### src/rtl/txpwr_pkg.sv
package txpwr_pkg;
  localparam logic [7:0] CMD_HDR = 8'hC0;

  // field order fixed by the command word: bits 7..0
  typedef struct packed {
    logic auto_seq;   // 7
    logic auto_pa;    // 6
    logic ex;         // 5
    logic es;         // 4
    logic ea;         // 3
    logic eb;         // 2
    logic et;         // 1
    logic dc;         // 0
  } pm_cfg_t;

  localparam pm_cfg_t CFG_RST = '0;

  typedef enum logic [2:0] {
    ST_IDLE,
    ST_OSC,
    ST_LOCK,
    ST_RUN,
    ST_TAIL
  } seq_st_t;
endpackage

### src/rtl/txpwr_cmd_reg.sv
module txpwr_cmd_reg
  import txpwr_pkg::*;
(
  input  logic        clk,
  input  logic        rst,
  input  logic        wr,
  input  logic [15:0] word,
  output pm_cfg_t     cfg
);
  always_ff @(posedge clk) begin
    if (rst) begin
      cfg <= CFG_RST;
    end else if (wr && (word[15:8] == CMD_HDR)) begin
      cfg <= pm_cfg_t'(word[7:0]);
    end
  end
endmodule

### src/rtl/txpwr_evt_hold.sv
module txpwr_evt_hold (
  input  logic clk,
  input  logic rst,
  input  logic evt,
  input  logic dc,
  input  logic sleep,
  output logic evt_q,
  output logic hold_q
);
  always_ff @(posedge clk) begin
    if (rst) begin
      evt_q  <= 1'b0;
      hold_q <= 1'b0;
    end else begin
      evt_q <= evt;
      if (sleep) begin
        hold_q <= 1'b0;
      end else if (evt && !dc) begin
        hold_q <= 1'b1;
      end
    end
  end
endmodule

### src/rtl/txpwr_seq_fsm.sv
module txpwr_seq_fsm
  import txpwr_pkg::*;
#(
  parameter int LOCK_CYCLES = 256,
  parameter int LEN_W       = 16
) (
  input  logic             clk,
  input  logic             rst,
  input  logic             tx_start,
  input  logic             sleep,
  input  logic             osc_stable,
  input  logic             byte_sent,
  input  logic [LEN_W-1:0] tx_len,
  input  logic             cfg_auto,
  input  logic             cfg_auto_pa,
  output seq_st_t          st,
  output logic             auto_osc,
  output logic             auto_syn,
  output logic             auto_pa
);
  localparam int LK_W = (LOCK_CYCLES > 1) ? $clog2(LOCK_CYCLES) : 1;
  localparam logic [LK_W-1:0] LK_LAST = LK_W'(LOCK_CYCLES - 1);

  logic [LK_W-1:0]  lk_cnt;
  logic [LEN_W-1:0] len_q;
  logic [LEN_W-1:0] b_cnt;

  always_ff @(posedge clk) begin
    if (rst || sleep) begin
      st       <= ST_IDLE;
      auto_osc <= 1'b0;
      auto_syn <= 1'b0;
      auto_pa  <= 1'b0;
      lk_cnt   <= '0;
      b_cnt    <= '0;
      if (rst) len_q <= '0;
    end else begin
      unique case (st)
        ST_IDLE: begin
          if (tx_start && cfg_auto) begin
            st       <= ST_OSC;
            auto_osc <= 1'b1;
            len_q    <= tx_len;
            b_cnt    <= '0;
          end
        end
        ST_OSC: begin
          if (osc_stable) begin
            st       <= ST_LOCK;
            auto_syn <= 1'b1;
            lk_cnt   <= '0;
          end
        end
        ST_LOCK: begin
          if (lk_cnt == LK_LAST) begin
            st      <= ST_RUN;
            auto_pa <= cfg_auto_pa;
          end else begin
            lk_cnt <= lk_cnt + 1'b1;
          end
        end
        ST_RUN: begin
          if ((len_q != '0) && byte_sent) begin
            if (b_cnt == len_q - 1'b1) begin
              st      <= ST_TAIL;
              auto_pa <= 1'b0;
            end else begin
              b_cnt <= b_cnt + 1'b1;
            end
          end
        end
        ST_TAIL: ;
        default: st <= ST_IDLE;
      endcase
    end
  end
endmodule

### src/rtl/txpwr_seq.sv
module txpwr_seq
  import txpwr_pkg::*;
#(
  parameter int LOCK_CYCLES = 256,
  parameter int LEN_W       = 16
) (
  input  logic             clk,
  input  logic             rst,
  input  logic             cmd_wr,
  input  logic [15:0]      cmd_word,
  input  logic             tx_start,
  input  logic [LEN_W-1:0] tx_len,
  input  logic             byte_sent,
  input  logic             sleep,
  input  logic             osc_stable,
  input  logic             periph_evt,
  output logic             en_osc,
  output logic             en_synth,
  output logic             en_pa,
  output logic             en_lbd,
  output logic             en_wkt,
  output logic             en_clkout
);
  pm_cfg_t cfg;
  seq_st_t st;
  logic    auto_osc, auto_syn, auto_pa;
  logic    evt_q, evt_hold;

  txpwr_cmd_reg u_cfg (
    .clk  (clk),
    .rst  (rst),
    .wr   (cmd_wr),
    .word (cmd_word),
    .cfg  (cfg)
  );

  txpwr_evt_hold u_evt (
    .clk    (clk),
    .rst    (rst),
    .evt    (periph_evt),
    .dc     (cfg.dc),
    .sleep  (sleep),
    .evt_q  (evt_q),
    .hold_q (evt_hold)
  );

  txpwr_seq_fsm #(
    .LOCK_CYCLES (LOCK_CYCLES),
    .LEN_W       (LEN_W)
  ) u_fsm (
    .clk         (clk),
    .rst         (rst),
    .tx_start    (tx_start),
    .sleep       (sleep),
    .osc_stable  (osc_stable),
    .byte_sent   (byte_sent),
    .tx_len      (tx_len),
    .cfg_auto    (cfg.auto_seq),
    .cfg_auto_pa (cfg.auto_pa),
    .st          (st),
    .auto_osc    (auto_osc),
    .auto_syn    (auto_syn),
    .auto_pa     (auto_pa)
  );

  always_ff @(posedge clk) begin
    if (rst) begin
      en_osc    <= 1'b0;
      en_synth  <= 1'b0;
      en_pa     <= 1'b0;
      en_lbd    <= 1'b0;
      en_wkt    <= 1'b0;
      en_clkout <= 1'b1;
    end else begin
      en_osc    <= cfg.ex | auto_osc | evt_q | evt_hold;
      en_synth  <= cfg.es | auto_syn;
      en_pa     <= cfg.ea | auto_pa;
      en_lbd    <= cfg.eb;
      en_wkt    <= cfg.et;
      en_clkout <= ~cfg.dc;
    end
  end
endmodule

### config.mk
export PLATFORM = sky130hd
export DESIGN_NAME = txpwr_seq
export DESIGN_NICKNAME = d
export VERILOG_FILES = /design/src/rtl/txpwr_pkg.sv /design/src/rtl/txpwr_cmd_reg.sv /design/src/rtl/txpwr_evt_hold.sv /design/src/rtl/txpwr_seq_fsm.sv /design/src/rtl/txpwr_seq.sv
export SDC_FILE = /design/constraint.sdc
export NUM_CORES = 1
export LEC_CHECK = 0
export BUFFER_PORTS_ARGS = -buffer_cell sky130_fd_sc_hd__buf_2
export CORE_MARGIN = 4
export CORE_UTILIZATION = 45
export DETAILED_ROUTE_END_ITERATION = 16
export HOLD_SLACK_MARGIN = 0.12
export PLACE_DENSITY = 0.75
export SYNTH_ARGS = -nofsm -noshare
export SYNTH_HDL_FRONTEND = slang
export SYNTH_SLANG_ARGS = --single-unit
### constraint.sdc
create_clock -name clk -period 3.08 [get_ports clk]
set_clock_uncertainty 0.1 [all_clocks]
set_input_delay 0.462 -clock clk [delete_from_list [all_inputs] [get_ports clk]]
set_output_delay 0.462 -clock clk [all_outputs]
set_load 0.01 [all_outputs]
==> results by group <==
Run status
  – Status: complete, no violations

Clock network
  – Sink Count: 62
  – Root buf cell: clkbuf_8
  – Latest clock arrival within the worst-skew pair: roughly 350 ps
  – CTS Buf Count: 9
  – Worst-path clk slew: 70 ps
  – H-tree depth: 3
  – Cts hold-fix bufs: 0
  – Clock buffer depth: 2
  – CTS tree: done

Die
  – Cell Rows: 30
  – Starting Density: a little under half
  – Die Ht: 92.76 um
  – Count of boundary I/O pins: 46
  – Core Region: roughly 6900 um^2
  – Die Wd: between 90 and 100 um
  – Full die area: between 8000 and 9000 um^2

STA
  – Slew Viols, Final: 0
  – Hold WS: between 200 and 250 ps
  – Max Freq: 0.3278 GHz
  – RSZ-0062 raised after global routing: true
  – Tmin final: around 3000 ps
  – Final Hold Violating Endpoints: 0
  – Final setup fails: 0
  – Crit share post-route: about 99%
  – Slew @ Worst Pin: 557.0 ps
  – Setup_tns: 0 ps
  – Slew HR: a little over three fifths

Global routing
  – First-pass GRT wire length: about 13 mm
  – Antenna violations before repair: 0
  – Total GRT Usage: a little under a fifth
  – Largest net degree at the start of global routing: 23
  – Vias in the first global route: roughly 2.7k
  – Remaining Overflow, GRT: 0

Logic synthesis
  – Area contributors post-synth: dfxtp_1 28%, edfxtp_1 15%, xnor2_1 6.0%, nor2_1 4.9%, and2_1 3.5%
  – Area leader, netlist: dfxtp_1
  – Syn Nets: 391
  – Mapped Cells: ~350
  – Synth Warn #: 0
  – Synth cell types: just under 60
  – Post-synth EDFFs: 16
  – Synth Flop Type: dfxtp_1
  – Post-synth ARST share: 0%
  – Most frequent cell after synthesis: dfxtp_1
  – Yosys reg bits: 62
  – Area share of the largest cell type after synthesis: 28.48%
  – Top cells by count, synth: 46 x dfxtp_1, 42 x nor2_1, 22 x xnor2_1
  – Syn avg cell area: about 9.3 um^2
  – Post-synthesis sequential area ratio: a little over two fifths
  – Post-synthesis cell area: approximately 3200 um^2

Routing
  – Vias/cell: roughly 5.4
  – Residual DRC: 0
  – Remaining antenna violation count after routing: 0
  – 1st-pass router iterations: 5
  – Vias: roughly 2.8k
  – Routed WL: 7.566 mm
  – WL per Instance: between 10 and 15 um
  – Initial drt markers: 243

Finish
  – N_diodes: 0
  – Number of fill cells in the layout: roughly 600
  – Synth-to-layout area growth: 21.05%
  – # nets final: about 460
  – Layout Cells excl Fill: just over 500
  – Share of cells above drive strength 1: about a quarter

Critical path
  – Data required, critical path: approximately 3200 ps
  – Most used cell, CP: or4_4
  – Arrival @ worst endpoint: between 3000 and 4000 ps
  – Worst-path maximum fanout: 4
  – CP max-delay cell: or4_4
  – Kind of critical path: reg -> reg
  – Worst R2R Start: u_fsm.len_q[4]
  – CP peak stage delay: about 600 ps
  – Crit-path leading delay family: simple AND/OR/NAND/NOR gates
  – R2R depth: 8
  – Reg2Reg Setup Slack: about 30 ps
  – Reg-to-Reg End: u_fsm.b_cnt[4]
  – CP Launch Type: register
  – WP buf/inv: 0
  – Crit end category: register
  – Crit path cell chain: or4_4, or4_4, xnor2_2, nand2_2, or4_4, o211ai_1, xor2_1, nor2_1

Placement
  – Post-placement cell count: 492
  – IO Port Bufs: between 40 and 50
  – HPWL after detailed placement: about 5.5 mm
  – Routability Congestion: a little over 0.9

Power
  – Peak supply drop: roughly 0.26 mV
  – Leakage power total: 1.497 nW
  – Power density cells: 438.9 nW/um^2

Worst hold path
  – Worst Hold Path EP: u_cfg.cfg[1]
  – Worst hold path cell count: 3
  – Hold Crit Class: in -> reg
  – Min-delay src: cmd_word[1]

Run
  – Max-cap violations: 0
flip-flops by register name, summed over array words and instances, names as in the netlist, 3 cells and up:
register / flops
u_cfg.cfg: 8
u_fsm.b_cnt: 16
u_fsm.len_q: 16
u_fsm.lk_cnt: 8
u_fsm.st: 3
cell type report:
type | count | area (um^2) | share of cell area [%]
repair buffers | 64 | 367.9 | 9.399
clock inverters | 3 | 15.01 | 0.3836
multi-input cells | 265 | 1795 | 45.88
clock buffers | 13 | 180.2 | 4.604
inverters | 9 | 33.78 | 0.8632
flip-flops and latches | 62 | 1401 | 35.81
well taps | 96 | 120.1 | 3.069
what timing repair did:
item / CTS / global route
buffers inserted: 0 / 3
setup endpoints to repair: 1 / 17
pin swaps: 0 / 8
gates resized for setup: 2 / 11
cloned: 0 / 1
report_power, final:
group	total [mW]	internal (mW)	switching, mW
Sequential	0.870	0.854	0.0155
Clock	0.692	0.381	0.311
Combinational	0.156	0.0753	0.0803
worst register-to-register path, cell delays in order, from the launching register on:
cell	delay (ps)
edfxtp_1	390
or4_4	580
or4_4	510
xnor2_2	180
nand2_2	80
or4_4	610
o211ai_1	260
xor2_1	170
nor2_1	50
worst max-delay path by stage:
stage                   startpoint        endpoint  depth (start not counted)
finish              u_fsm.len_q[4]  u_fsm.b_cnt[4]                          8
floorplan           u_fsm.len_q[0]  u_fsm.b_cnt[1]                         10
CTS                 u_fsm.len_q[1]  u_fsm.b_cnt[7]                         10
global route        u_fsm.len_q[4]  u_fsm.b_cnt[4]                          8
global placement    u_fsm.len_q[0]  u_fsm.b_cnt[5]                         12
detailed placement  u_fsm.len_q[0]  u_fsm.b_cnt[5]                         12
stage by stage:
step                total power, mW  area (um^2)  utilization, %  setup slack [ps]
floorplan                    0.9700         3233               -             63.89
global placement              1.025         3636           52.93             36.82
detailed placement            1.030         3636           52.93            -89.41
CTS                           1.716         3837           55.87             28.39
global route                  1.789         3914           56.98            -57.56
finish                        1.718         3914           56.98             29.74
routing by layer:
layer / global-route usage [%] / vias to the layer above / part of all wire (%)
li1: - / 1374 / -
met1: 24.81 / 1299 / 46
met2: 28.43 / 97 / 46
met3: 4.468 / 17 / 6.0
met4: 7.082 / 0 / 1.8
met5: 0 / - / 0
layout by cell type, fill, tap and decap left out, types with 4 or more instances in the layout:
| cell type | count |
|---|---|
| buf_2 | 45 |
| buf_4 | 19 |
| nand3_1 | 14 |
| nor3_1 | 12 |
| nor2_1 | 42 |
| edfxtp_1 | 16 |
| nor4_1 | 6 |
| xor2_1 | 10 |
| clkbuf_8 | 11 |
| inv_1 | 7 |
| mux2i_1 | 11 |
| o21ai_1 | 5 |
| nor2b_1 | 4 |
| a21oi_1 | 11 |
| and3_1 | 7 |
| or4_4 | 4 |
| nand2b_1 | 5 |
| and2_1 | 18 |
| dfxtp_1 | 46 |
| a31oi_1 | 4 |
| o21ai_0 | 4 |
| nand4_1 | 10 |
| xnor2_1 | 22 |
| nand2_1 | 20 |
kinds of logic (layout without fill, tap and decap cells):
logic type	Yosys count	in the layout	synth area share (%)
AO/OA/AOI/OAI	50	51	10.95
XOR/XNOR	33	33	9.172
adder cells (fa/ha/maj)	4	4	1.548
buffers and inverters	21	89	2.980
flip-flops	62	62	43.34
multiplexers	11	11	3.406
AND/OR/NAND/NOR	166	166	28.60
Power figures use the tool's default switching activity.
